==> src/rtl/rpt_add_pkg.sv <==
// Package: shared types for the repetitive-addition multiplier.
// Assumes: nothing beyond IEEE 1800-2017.
package rpt_add_pkg;

    // Controller states
    typedef enum logic [1:0] {
        ST_IDLE = 2'd0,
        ST_ZERO = 2'd1,
        ST_LOAD = 2'd2,
        ST_OP   = 2'd3
    } ctl_state_t;

    // Datapath control bundle driven by the controller
    typedef struct packed {
        logic ld_ops;   // capture operands into a and n
        logic clr_acc;  // clear the accumulator
        logic add_dec;  // acc += a, n -= 1
    } dp_ctl_t;

endpackage

==> src/rtl/rpt_add_cnt.sv <==
// Module: down-counter for the multiplier.
// What it does: loads a value on request and decrements it on request.
// It flags when the decremented value would be zero.
// Assumes: load and decrement are never requested together.
module rpt_add_cnt #(
    parameter int W = 8
) (
    input  logic         clk,
    input  logic         rst_n,
    input  logic         load,
    input  logic         dec,
    input  logic [W-1:0] load_val,
    output logic         next_zero
);

    logic [W-1:0] cnt_q;
    logic [W-1:0] cnt_dec;

    // Value the counter takes after one decrement
    always_comb begin
        cnt_dec   = cnt_q - {{(W-1){1'b0}}, 1'b1};
        next_zero = (cnt_dec == '0);
    end

    // Counter register: load, decrement or hold
    always_ff @(posedge clk) begin
        if (!rst_n)
            cnt_q <= '0;
        else if (load)
            cnt_q <= load_val;
        else if (dec)
            cnt_q <= cnt_dec;
    end

endmodule

==> src/rtl/rpt_add_dp.sv <==
// Module: datapath for the repetitive-addition multiplier.
// What it does: holds the multiplicand, the count and the accumulator,
// and reports the status flags used by the controller.
// Assumes: the controls are mutually exclusive as issued by rpt_add_ctrl.
module rpt_add_dp
    import rpt_add_pkg::*;
#(
    parameter int OP_W = 8,
    localparam int PW  = 2 * OP_W
) (
    input  logic            clk,
    input  logic            rst_n,
    input  dp_ctl_t         ctl,
    input  logic [OP_W-1:0] a_in,
    input  logic [OP_W-1:0] b_in,
    output logic            a_zero,
    output logic            b_zero,
    output logic            cnt_zero,
    output logic [PW-1:0]   acc
);

    logic [OP_W-1:0] mcand_q;
    logic [PW-1:0]   acc_q;
    logic [PW-1:0]   acc_sum;

    // Status flags taken from the operand inputs
    always_comb begin
        a_zero = (a_in == '0);
        b_zero = (b_in == '0);
    end

    // The single shared adder
    always_comb acc_sum = acc_q + {{(PW-OP_W){1'b0}}, mcand_q};

    // Multiplicand register
    always_ff @(posedge clk) begin
        if (!rst_n)
            mcand_q <= '0;
        else if (ctl.ld_ops)
            mcand_q <= a_in;
    end

    // Accumulator: clear, add or hold
    always_ff @(posedge clk) begin
        if (!rst_n)
            acc_q <= '0;
        else if (ctl.clr_acc)
            acc_q <= '0;
        else if (ctl.add_dec)
            acc_q <= acc_sum;
    end

    rpt_add_cnt #(.W(OP_W)) u_cnt (
        .clk       (clk),
        .rst_n     (rst_n),
        .load      (ctl.ld_ops),
        .dec       (ctl.add_dec),
        .load_val  (b_in),
        .next_zero (cnt_zero)
    );

    assign acc = acc_q;

endmodule

==> src/rtl/rpt_add_ctrl.sv <==
// Module: controller for the repetitive-addition multiplier.
// What it does: sequences idle, zero-shortcut, load and add-loop states.
// It does so from start and the datapath flags.
// Assumes: the flags are valid in the same cycle they are sampled.
module rpt_add_ctrl
    import rpt_add_pkg::*;
(
    input  logic    clk,
    input  logic    rst_n,
    input  logic    start,
    input  logic    a_zero,
    input  logic    b_zero,
    input  logic    cnt_zero,
    output logic    ready,
    output dp_ctl_t ctl
);

    ctl_state_t st_q, st_d;

    // Next-state and control decode
    always_comb begin
        st_d        = st_q;
        ctl         = '0;
        ready       = 1'b0;
        unique case (st_q)
            ST_IDLE: begin
                ready = 1'b1;
                if (start) begin
                    ctl.ld_ops = 1'b1;
                    st_d = (a_zero || b_zero) ? ST_ZERO : ST_LOAD;
                end
            end
            ST_ZERO: begin
                ctl.clr_acc = 1'b1;
                st_d = ST_IDLE;
            end
            ST_LOAD: begin
                ctl.clr_acc = 1'b1;
                st_d = ST_OP;
            end
            ST_OP: begin
                ctl.add_dec = 1'b1;
                if (cnt_zero)
                    st_d = ST_IDLE;
            end
            default: st_d = ST_IDLE;
        endcase
    end

    // State register
    always_ff @(posedge clk) begin
        if (!rst_n)
            st_q <= ST_IDLE;
        else
            st_q <= st_d;
    end

endmodule

==> src/rtl/rpt_add_mul.sv <==
// Module: top of the repetitive-addition multiplier.
// What it does: joins the controller and the datapath.
// Assumes: the host pulses start only while ready is high; other pulses are ignored.
module rpt_add_mul
    import rpt_add_pkg::*;
#(
    parameter int OP_W = 8,
    localparam int PW  = 2 * OP_W
) (
    input  logic            clk,
    input  logic            rst_n,
    input  logic            start,
    input  logic [OP_W-1:0] a_in,
    input  logic [OP_W-1:0] b_in,
    output logic [PW-1:0]   r,
    output logic            ready
);

    dp_ctl_t ctl;
    logic    a_zero, b_zero, cnt_zero;

    rpt_add_ctrl u_ctrl (
        .clk      (clk),
        .rst_n    (rst_n),
        .start    (start),
        .a_zero   (a_zero),
        .b_zero   (b_zero),
        .cnt_zero (cnt_zero),
        .ready    (ready),
        .ctl      (ctl)
    );

    rpt_add_dp #(.OP_W(OP_W)) u_dp (
        .clk      (clk),
        .rst_n    (rst_n),
        .ctl      (ctl),
        .a_in     (a_in),
        .b_in     (b_in),
        .a_zero   (a_zero),
        .b_zero   (b_zero),
        .cnt_zero (cnt_zero),
        .acc      (r)
    );

endmodule

==> config.mk <==
export PLATFORM = sky130hd
export DESIGN_NAME = rpt_add_mul
export DESIGN_NICKNAME = d
export VERILOG_FILES = /design/src/rtl/rpt_add_pkg.sv /design/src/rtl/rpt_add_cnt.sv /design/src/rtl/rpt_add_dp.sv /design/src/rtl/rpt_add_ctrl.sv /design/src/rtl/rpt_add_mul.sv
export SDC_FILE = /design/constraint.sdc
export NUM_CORES = 1
export LEC_CHECK = 0
export ABC_AREA = 0
export BUFFER_PORTS_ARGS = -buffer_cell sky130_fd_sc_hd__buf_2
export CORE_MARGIN = 1.5
export CORE_UTILIZATION = 55
export CTS_BUF_LIST = sky130_fd_sc_hd__clkbuf_16
export DETAILED_ROUTE_END_ITERATION = 10
export PLACE_DENSITY = 0.78
export SYNTH_ARGS = -nofsm -noshare
export SYNTH_HDL_FRONTEND = slang
export SYNTH_SLANG_ARGS = --single-unit
==> constraint.sdc <==
create_clock -name clk -period 2.1 [get_ports clk]
set_input_delay 0.21 -clock clk [delete_from_list [all_inputs] [get_ports clk]]
set_output_delay 0.21 -clock clk [all_outputs]
set_load 0.005 [all_outputs]
# Word-level counts from Yosys, hierarchy flattened

Cells that the tools add are included.
W data, S select, Z words.

Register bits: 34
Bits of input ports: 19
Word-level logic and storage cells: 32

Add/sub/neg operators: 2
Equality and inequality tests: 5
Muxes and demuxes: 11
Bitwise logic cells: 1
Reduce and logical (&&, ||, !) cells: 9

Operators by type and width:

| operator              | number |
|---|---|
| $logic_not A8 Y1      | 3 |
| $add A16 B8 Y16       | 1 |
| $mux W8               | 2 |
| $pmux W2 S4           | 1 |
| $sub A8 B1 Y8 const B | 1 |
| $mux W2               | 3 |
| $mux W1               | 5 |
| $eq A2 B2 Y1 const B  | 2 |
| $ne A2 B2 Y1 const B  | 2 |
| $reduce_or A2 Y1      | 2 |
| $eq A2 B1 Y1 const B  | 1 |
| $logic_not A2 Y1      | 1 |
| $reduce_and A2 Y1     | 1 |
| $reduce_bool A2 Y1    | 1 |
| $logic_or A1 B1 Y1    | 1 |
| $not A1 Y1            | 1 |

# Logic depth before layout (Yosys ltp)

Gate-level depths: netlist of run 1.

Depth in word-level cells: 5
Mapped depth: 7

# By module

Synthesis of run 1 repeated with hierarchy kept, for this count alone.

Cell total of the unflattened synthesis: 236
Area total of the unflattened synthesis: 2035.7 um^2

By module, submodules not included:

| module       | times used | cells each | area an instance (um^2) |
|---|---|---|---|
| rpt_add_dp   | 1          | 156        | 1372.6 |
| rpt_add_cnt  | 1          | 62         | 510.5 |
| rpt_add_ctrl | 1          | 18         | 152.6 |

# Worst setup path before layout of run 1

Ideal clock, no wire load.

Path kind: register -> register
Start: register u_dp.acc_q[0] (netlist: u_dp.acc[0])
End: register u_dp.acc_q[8] (netlist: u_dp.acc[8])
Arrival: 1.840 ns
Required time: 1.972 ns
Setup slack: 0.132 ns
Stages on the path, launching flop included: 8
Path buffers: 0
Path through: dfxtp_1 ha_1 fa_1 a21o_1 a221oi_1 o22a_2 xor2_1 nor2_1

Cells in the longest elaborated chain, start to end: 1

Ends and longest elaborated chain:

| element                | line             | text |
|---|---|---|
| from (decl)            | rpt_add_dp.sv:23 | `logic [PW-1:0] acc_q;` |
| from (signal assigned) | rpt_add_dp.sv:50 | `acc_q <= acc_sum;` |
| $add A16 B8 Y16        | rpt_add_dp.sv:33 | `always_comb acc_sum = acc_q + {{(PW-OP_W){1'b0}}, mcand_q};` |

Every way passes these cells.
A chain may end at the register's enable or synchronous reset.

# Worst setup path in the final report of run 1

Start: register u_ctrl.st_q[0]
End: register u_dp.acc_q[7] (netlist: u_dp.acc[7])

Cells in the longest elaborated chain, start to end: 4
Elaborated cells between the ends (all ways): 7
Those cells by class: eq/ne (3); mux (2); reduce/logical (2)

Ends and longest elaborated chain:

| element                                      | line               | text |
|---|---|---|
| from (decl)                                  | rpt_add_ctrl.sv:18 | `ctl_state_t st_q, st_d;` |
| from (signal assigned)                       | rpt_add_ctrl.sv:55 | `st_q <= st_d;` |
| $eq A2 B1 Y1 or $eq A2 B2 Y1 (tied branches) | rpt_add_ctrl.sv:25 | `unique case (st_q)` |
| $reduce_or A2 Y1 (no source line)            | -                  |  |
| $mux W1                                      | rpt_add_ctrl.sv:25 |  |
| $reduce_or A2 Y1 (no source line)            | -                  |  |

Parallel ways exist; a longest one is shown, timed or not.

==> results of run 1 <==
[kinds of logic after synthesis]
logic type / after synthesis / share of synthesized area
muxes: 5 / 0.0262
xor gates and xnor gates: 8 / 0.0367
DFF: 34 / 0.356
buffers and inverters: 12 / 0.0328
adders and majority gates: 11 / 0.0760
and+or+nand+nor: 102 / 0.263
AOI/OAI and AO/OA: 59 / 0.208
[metrics by stage]
stage	area (µm²)	power, µW	instances
final	2270	1620	315
after global routing	2270	1690	315
after floorplan	1910	883	231
after CTS	2260	1620	315
after global placement	2120	947	307
after detailed placement	2120	949	307
[registers in the layout, summed over array words and instances, names as in the netlist]
register          count
u_dp.acc             16
u_ctrl.st_q           2
u_dp.mcand_q          8
u_dp.u_cnt.cnt_q      8
[worst paths after layout]
kind / from / endpoint / slack (ns) / cells after the start
worst max-delay path: u_ctrl.st_q[0] / u_dp.acc[7] / 0.16 / 5
worst min-delay path: a_in[2] / u_dp.mcand_q[2] / 0.20 / 3
worst max register to register: u_ctrl.st_q[0] / u_dp.acc[7] / 0.16 / 5
worst min register to register: u_dp.acc[15] / u_dp.acc[15] / 0.47 / 2
[worst max-delay path: cells and delay by family, from the launching register on]
| family | cells | cell delay (ns) |
|---|---|---|
| AOI/OAI and AO/OA | 2 | 0.93 |
| DFF | 1 | 0.37 |
| muxes | 1 | 0.07 |
| and+or+nand+nor | 2 | 0.47 |
[placed cells by master, fill, tap and decap left out, drive strengths merged, types with 4 or more instances in the layout]
cell type / netlist / routed
mux2i: 5 / 5
or4: 5 / 5
nand2: 44 / 44
a221oi: 4 / 4
clkbuf: 5 / 5
buf: 5 / 40
nand3: 9 / 9
a21oi: 14 / 14
a21boi: 11 / 11
or3: 4 / 4
nor2b: 5 / 5
ha: 10 / 10
dfxtp: 34 / 34
xnor2: 6 / 6
nor2: 18 / 18
nand2b: 4 / 4
o21ai: 11 / 11
[final cells by class]
cell class                      instances  share of cell area
Inverter                                2             0.00331
Multi-Input combinational cell        185               0.517
Sequential cell                        34               0.300
Tap cell                               46              0.0254
Clock inverter                          3             0.00552
Timing Repair Buffer                   40              0.0938
Clock buffer                            5              0.0552
[per-layer routing]
metal	vias up	share of wire	global-route usage
met5	-	0	0
met4	0	0.011	0.0790
met3	6	0.063	0.0580
met2	63	0.47	0.377
met1	808	0.46	0.316
li1	903	-	-
[power by group through the flow]
stage,sequential (µW),clock (µW),combinational (µW)
2_1_floorplan,706,0,177
3_3_place_gp,719,0,228
3_5_place_dp,720,0,229
4_1_cts,706,689,230
5_1_grt,711,718,257
6_report,707,679,231
==> reports/metrics.csv, run 1 <==
metric;value;unit
start_util;0.572;
drt_iter0_drc;124;
ant_nets;0;
worst_pin_slew;0.871;ns
track_usage;0.237;
wire_per_inst;13.3;µm
syn2layout_area_growth;18.8;%
fin_skew;0.00776;ns
ioPinCount;36;
dr.pass1.iters;4;
cp_cell_sequence;and2_4, o21ai_0, or3_1, mux2i_1, a31o_2;
rsz0062_at_grt;false;
fin_nets;298;
synth.top_cells.by_area;dfxtp_1, nand2_1, ha_1;
hold_viol_final;0;
core_area;3340;µm²
die_area;3830;µm²
rows;21;
ys_warn_count;0;
p_int;1200;µW
ctsResizeCount;0;
switching_share;0.256;
cts_tree;done;
cts.sinks;34;
drc;0;
cts_max_level;2;
dieHeight;61.9;µm
yosys_most_used_dff;dfxtp_1;
status;completed;
slowest_delay;0.71;ns
grt_overflow;0;
grt_max_degree;22;
fmax;0.515;GHz
synth_top_area_cell;dfxtp_1;
setup.worst_path.start_class;flop;
hp-class;in -> reg;
cts_root_buf;clkbuf_16;
hold_buffers;0;
drive_gt1_frac;0.193;
synth_most_common_cell;nand2_1;
seq_area_frac_synth;0.356;
grt_pass1_wl;6710;µm
setup_viol;0;
synth_common_cells;nand2_1, dfxtp_1, nor2_1;
hold_ws;0.198;ns
synth_edf_count;0;
relSlewSlack;0.413;
fin_crit;1.94;ns
p_seq_frac;0.437;
die_x;61.9;µm
powerDensity;713;nW/µm²
critPathArrivalTime;2.11;ns
clk_pin_slew;0.05;ns
postSynth.asyncResetShare;0;
power.leakage;0.000996;µW
avgSynthCellArea;8.27;µm²
fillers;280;
register_area;681;µm²
postCtsSetupBuffers;0;
peakVddDrop;0.395;mV
endpoint_kind;flop;
vias;1780;
drt-total-wl;4190;µm
clkLatencyLatePin;0.28;ns
multi_input_area;1170;µm²
ys_ff_latch;34;
port_buffers;35;
cp_slowest_cell;o21ai_0;
synth.distinct_cells;46;
cts_buffer_depth;2;
pre_cts_ws;0.0909;ns
worst_slack;0.160;ns
utilization;0.680;
crit_fanout;19;
syn_inst;231;
diodes;0;
place_hpwl;3160;µm
cts_buffers;5;
slew_viol_final;0;
critical_path_class;reg -> reg;
routabilityCongestion;0.886;
syn_area;1910;µm²
netlist.area_leader.share;0.356;
drv_cap;0;
synth_nets;261;
fin_crit_sh;0.924;
power_frac_clock;0.420;
finalSetupTns;0;ns
via_per_inst;5.65;
p_switching;414;µW
antenna_found_initial;0;
first_global_vias;1527;
power_frac_comb;0.143;
worst_ep_required_time;2.27;ns
Power figures use the tool's default switching activity.
==> run 2: changes to the inputs <==
SYNTH_HIERARCHICAL = 1   (was default)
==> run 2 against run 1 <==
Non-clock buffer count down 1. Flip-flop and latch count unchanged. Fmax is 2.0% lower. Sequential power increased by 19%. Highest routed layer unchanged. Combinational power increased to 3.1 times the previous value. Count of clock-buffer cells in the layout did not move. Clock power is 19% higher.
==> reports/metrics.csv, run 2 <==
metric;value;unit;change
worst_ep_required_time;2.27;ns;about the same
die_x;63.8;µm;was 61.9 µm
status;completed;;unchanged
via_per_inst;5.69;;was 5.65
synthMuxAreaShare;0.0639;;was 0.0262
fin_crit_sh;0.943;;was 0.924
rows;21;;unchanged
drc;0;;unchanged
clk_pin_slew;0.05;ns;about the same
utilization;0.710;;was 0.680
hp-class;in -> reg;;unchanged
synth_top_family_by_area;simple AND/OR/NAND/NOR gates;;unchanged
drt-total-wl;4420;µm;was 4190 µm
synth-xor-area-share;0.0516;;was 0.0367
synth_common_cells;dfxtp_1, nor2_1, o21ai_0;;was nand2_1, dfxtp_1, nor2_1
stdcell_area;2440;µm²;was 2270 µm²
syn_inst;236;;was 231
slowest_delay;0.41;ns;was 0.71 ns
antenna_found_initial;0;;unchanged
worst_pin_slew;0.484;ns;was 0.871 ns
fin_crit;1.98;ns;was 1.94 ns
netlist.area_leader.share;0.334;;was 0.356
critical_path_class;reg -> reg;;unchanged
synth_top_area_cell;dfxtp_1;;unchanged
drive_gt1_frac;0.197;;was 0.193
port_buffers;35;;unchanged
critPathArrivalTime;2.15;ns;was 2.11 ns
most-common-layout-cells;buf_2, dfxtp_1, nor2_1;;was nand2_1, buf_2, dfxtp_1
ys_warn_count;6;;was 0
syn2layout_area_growth;20.0;%;was 18.8%
p_seq_frac;0.355;;was 0.437
postCtsSetupBuffers;0;;unchanged
avgSynthCellArea;8.63;µm²;was 8.27 µm²
core_area;3440;µm²;was 3340 µm²
fin_skew;0.00506;ns;was 0.00776 ns
place_hpwl;3110;µm;was 3160 µm
ioPinCount;36;;unchanged
synth_most_common_cell;dfxtp_1;;was nand2_1
setup_viol;0;;unchanged
cts_buffer_depth;2;;unchanged
start_util;0.591;;was 0.572
cts.sinks;34;;unchanged
synthAdderAreaFrac;0.0897;;was 0.0760
drt_iter0_drc;122;;was 124
crit_buf_inv;0;;unchanged
grt_pass1_wl;7980;µm;was 6710 µm
peakVddDrop;0.639;mV;was 0.395 mV
power.leakage;0.00102;µW;was 0.000996 µW
switching_share;0.311;;was 0.256
vias;1822;;was 1780
largest_register_ffs;16;;unchanged
rsz0062_at_grt;false;;unchanged
cts_root_buf;clkbuf_16;;unchanged
synth.distinct_cells;49;;was 46
cts_tree;done;;unchanged
crit_family;adder cells;;was compound AO/OA/AOI/OAI gates
synth.top_cells.by_area;dfxtp_1, ha_1, mux2i_1;;was dfxtp_1, nand2_1, ha_1
cts_max_level;2;;unchanged
placed_area;2280;µm²;was 2120 µm²
relSlewSlack;0.676;;was 0.413
finalSetupTns;0;ns;unchanged
first_global_vias;1753;;was 1527
hold_viol_final;0;;unchanged
power_frac_comb;0.305;;was 0.143
drv_cap;0;;unchanged
postSynth.asyncResetShare;0;;unchanged
endpoint_kind;flop;;unchanged
syn_area;2040;µm²;was 1910 µm²
powerDensity;970;nW/µm²;was 713 nW/µm²
cp_slowest_cell;fa_2;;was o21ai_0
fin_nets;307;;was 298
crit_fanout;4;;was 19
routabilityCongestion;0.845;;was 0.886
diodes;0;;unchanged
fmax;0.505;GHz;was 0.515 GHz
synth_compound_area_frac;0.187;;was 0.208
grt_overflow;0;;unchanged
clkLatencyLatePin;0.28;ns;about the same
cts_buffers;5;;unchanged
die_area;4080;µm²;was 3830 µm²
hold_ws;0.201;ns;was 0.198 ns
power_frac_clock;0.340;;was 0.420
slew_viol_final;0;;unchanged
dr.pass1.iters;4;;unchanged
p_int;1630;µW;was 1200 µW
total_power;2370;µW;was 1620 µW
dieHeight;63.8;µm;was 61.9 µm
final_common_cell;buf_2;;was nand2_1
ys_ff_latch;34;;unchanged
grt_max_degree;30;;was 22
p_switching;737;µW;was 414 µW
wire_per_inst;13.8;µm;was 13.3 µm
synth_nets;269;;was 261
synth_edf_count;0;;unchanged
yosys.area_share.simple;0.238;;was 0.263
seq_area_frac_synth;0.334;;was 0.356
cp_cell_sequence;ha_1, fa_2, a211oi_2, o211ai_1, nand3_1, xor2_1, nor2_1;;was and2_4, o21ai_0, or3_1, mux2i_1, a31o_2
setup.worst_path.start_class;flop;;unchanged
ant_nets;0;;unchanged
track_usage;0.249;;was 0.237
yosys_most_used_dff;dfxtp_1;;unchanged
-- run 2: power groups by stage --
| stage | Sequential [µW] | Combinational, µW | Clock [µW] |
|---|---|---|---|
| CTS | 843 | 718 | 821 |
| floorplan | 828 | 535 | 0 |
| finish | 843 | 723 | 805 |
| global placement | 853 | 696 | 0 |
| detailed placement | 855 | 705 | 0 |
| global route | 863 | 816 | 846 |
-- run 2: final cells by class --
type,count,area (µm²)
clock buffer,5,125
clock inverter,2,33.8
fill,272,998
inverter,10,37.5
multi-input combinational,184,1290
sequential,34,681
tap,46,57.6
timing repair buffer,39,218
-- run 2: kinds of logic after synthesis --
logic type,after synthesis
xor gates and xnor gates,12
muxes,13
AOI/OAI and AO/OA,56
adders and majority gates,14
and+or+nand+nor,89
buffers and inverters,18
DFF,34
-- run 2: per-stage QoR --
step                      cells  worst slack, ns
after floorplan             236            0.220
after CTS                   320           0.0352
final                       320            0.119
after detailed placement    313           0.0854
after global routing        320           0.0113
after global placement      313            0.165
-- run 2: path summary, 6_finish.rpt --
kind           startpoint  slack, ns                  end  cells after the start
max           u_dp/acc[0]       0.12          u_dp/acc[8]                      7
min reg2reg  u_dp/acc[15]       0.47         u_dp/acc[15]                      2
max reg2reg   u_dp/acc[0]       0.12          u_dp/acc[8]                      7
min               b_in[1]       0.20  u_dp/u_cnt/cnt_q[1]                      3
-- run 2: tightest hold or removal path: stages --
cell,delay (ns)
buf_2,0.10
nand2_1,0.05
a21boi_0,0.06
-- run 2: metal layers --
layer | track usage | share of wire | up-vias
met4 | 0.103 | 0.019 | 0
met5 | 0 | 0 | -
met3 | 0.0651 | 0.048 | 9
met2 | 0.382 | 0.45 | 41
li1 | - | - | 933
met1 | 0.330 | 0.49 | 839
-- run 2: what timing repair did --
item                                    in CTS  in global routing
endpoints found under the setup margin       1                  4
pin swaps                                    0                  1
hold buffers                                 0                  0
gates resized for setup                      1                  1
==> run 3: changes to the inputs <==
RECOVER_POWER = 50   (was default)
SYNTH_HIERARCHICAL = default   (was 1)
==> run 3 against run 2 <==
Non-clock buffer count is 1 higher. Clock skew is 0.0028 ns higher. Largest power group unchanged. Sequential power is 16% lower. Combinational power is 68% lower.
==> reports/metrics.csv, run 3 (same netlist as run 1, synthesis figures left out) <==
metric;value;unit;change
stdcell_area;2250;µm²;was 2440 µm²
die_area;3830;µm²;was 4080 µm²
most-common-layout-cells;nand2_1, dfxtp_1, buf_2;;was buf_2, dfxtp_1, nor2_1
setup.worst_path.start_class;flop;;unchanged
wire_per_inst;13.3;µm;was 13.8 µm
power.leakage;0.000959;µW;was 0.00102 µW
r2r-start;u_dp.acc[0];;was u_dp/acc[0]
ioPinCount;36;;unchanged
final_common_cell;nand2_1;;was buf_2
rsz0062_at_grt;false;;unchanged
fin_crit_sh;0.921;;was 0.943
cts_max_level;2;;unchanged
min_to;u_dp.mcand_q[2];;was u_dp/u_cnt/cnt_q[1]
cts_buffers;5;;unchanged
drive_gt1_frac;0.160;;was 0.197
status;completed;;unchanged
dieHeight;61.9;µm;was 63.8 µm
reg2reg_depth;7;;unchanged
first_global_vias;1527;;was 1753
drc;0;;unchanged
switching_share;0.256;;was 0.311
busiest_layer;met2;;unchanged
endpoint_kind;flop;;unchanged
syn2layout_area_growth;17.9;%;was 20.0%
worst_ep_required_time;2.27;ns;about the same
worst_pin_slew;0.873;ns;was 0.484 ns
ctsResizeCount;0;;was 1
routabilityCongestion;0.886;;was 0.845
core_area;3340;µm²;was 3440 µm²
cts_tree;done;;unchanged
place_hpwl;3160;µm;was 3110 µm
dr.pass1.iters;4;;unchanged
vias;1770;;was 1822
p_switching;413;µW;was 737 µW
via_per_inst;5.62;;was 5.69
crit_fanout;7;;was 4
utilization;0.675;;was 0.710
ant_nets;0;;unchanged
critPathArrivalTime;2.11;ns;was 2.15 ns
finalSetupTns;0;ns;unchanged
grt_overflow;0;;unchanged
critical_path_class;reg -> reg;;unchanged
fmax;0.517;GHz;was 0.505 GHz
p_int;1200;µW;was 1630 µW
cts_root_buf;clkbuf_16;;unchanged
placed_area;2120;µm²;was 2280 µm²
grt_pass1_wl;6710;µm;was 7980 µm
grtUsageMet1;0.316;;was 0.330
die_x;61.9;µm;was 63.8 µm
setup_viol;0;;unchanged
hp-class;in -> reg;;unchanged
track_usage;0.237;;was 0.249
relSlewSlack;0.412;;was 0.676
drt_iter0_drc;114;;was 122
hold_depth;3;;unchanged
drv_cap;0;;unchanged
power_frac_clock;0.421;;was 0.340
fillers;288;;was 272
cts_buffer_depth;2;;unchanged
grt_util_met2;0.377;;was 0.382
pre_cts_ws;0.0909;ns;was 0.0854 ns
postCtsSetupBuffers;0;;unchanged
drt-total-wl;4180;µm;was 4420 µm
start_util;0.572;;was 0.591
hold_buffers;0;;unchanged
fin_crit;1.93;ns;was 1.98 ns
power_frac_comb;0.141;;was 0.305
slew_viol_final;0;;unchanged
clk_pin_slew;0.05;ns;about the same
hold_viol_final;0;;unchanged
r2r-end;u_dp.acc[8];;was u_dp/acc[8]
p_seq_frac;0.438;;was 0.355
fin_skew;0.00786;ns;was 0.00506 ns
use_met3;0.0580;;was 0.0651
peakVddDrop;0.392;mV;was 0.639 mV
port_buffers;35;;unchanged
largest_register_ffs;16;;unchanged
clkLatencyLatePin;0.28;ns;about the same
critPathLaunch;u_dp.acc[0];;was u_dp/acc[0]
grt_max_degree;22;;was 30
r2r_slack;0.17;ns;was 0.12 ns
worst_slack;0.167;ns;was 0.119 ns
antenna_found_initial;0;;unchanged
rows;21;;unchanged
hold_start;a_in[2];;was b_in[1]
cts.sinks;34;;unchanged
powerDensity;717;nW/µm²;was 970 nW/µm²
diodes;0;;unchanged
fin_nets;298;;was 307
## run 3: changes by cell type in the layout (fill, tap and decap cells not counted), sizes merged, moves of 5 or more
cell,change
clkbuf,+9
inv,-7
buf,-8
mux2i,-8
a21boi,+9
nand2,+32
nor2b,-8
o21ai,-5
a211oi,-5
## run 3: power groups by stage
stage,Combinational [µW],Sequential [µW],Clock [µW]
after floorplan,177,706,0
after detailed placement,229,720,0
after global placement,228,719,0
final,228,706,680
after global routing,255,711,718
after CTS,230,706,689
## run 3: how the worst max path moves through the flow
stage                  endpoint  slack [ns]  cells past startpoint
floorplan           u_dp.acc[8]        0.13                      7
global placement    u_dp.acc[8]        0.13                      7
detailed placement  u_dp.acc[8]        0.09                      7
CTS                 u_dp.acc[8]        0.09                      7
global route        u_dp.acc[8]        0.03                      7
finish              u_dp.acc[8]        0.17                      7
## run 3: final cells by class
type                       instances  area, µm²  area share
sequential                        34        681       0.302
inverter                           2       7.51     0.00334
timing repair buffer              40        200      0.0889
tap                               46       57.6      0.0256
clock buffer                       5        125      0.0556
multi-input combinational        185       1170       0.519
clock inverter                     3       12.5     0.00556
## run 3: stage by stage
step / power, µW / hold WS [ns] / std cells
4_1_cts: 1620 / 0.198 / 315
5_1_grt: 1680 / 0.208 / 315
3_5_place_dp: 949 / 0.456 / 307
3_3_place_gp: 947 / 0.453 / 307
6_report: 1610 / 0.199 / 315
2_1_floorplan: 883 / 0.355 / 231
## run 3: worst max-delay path, stage by stage (launching register included)
cell	delay (ns)
dfxtp_1	0.32
ha_1	0.22
fa_1	0.40
a21o_1	0.20
a221oi_2	0.25
o22a_2	0.24
xor2_1	0.17
nor2_1	0.05
## run 3: per-layer routing
| layer | part of all wire | up-vias |
|---|---|---|
| li1 | - | 905 |
| met1 | 0.47 | 801 |
| met2 | 0.46 | 58 |
| met3 | 0.057 | 6 |
| met4 | 0.011 | 0 |
| met5 | 0 | - |
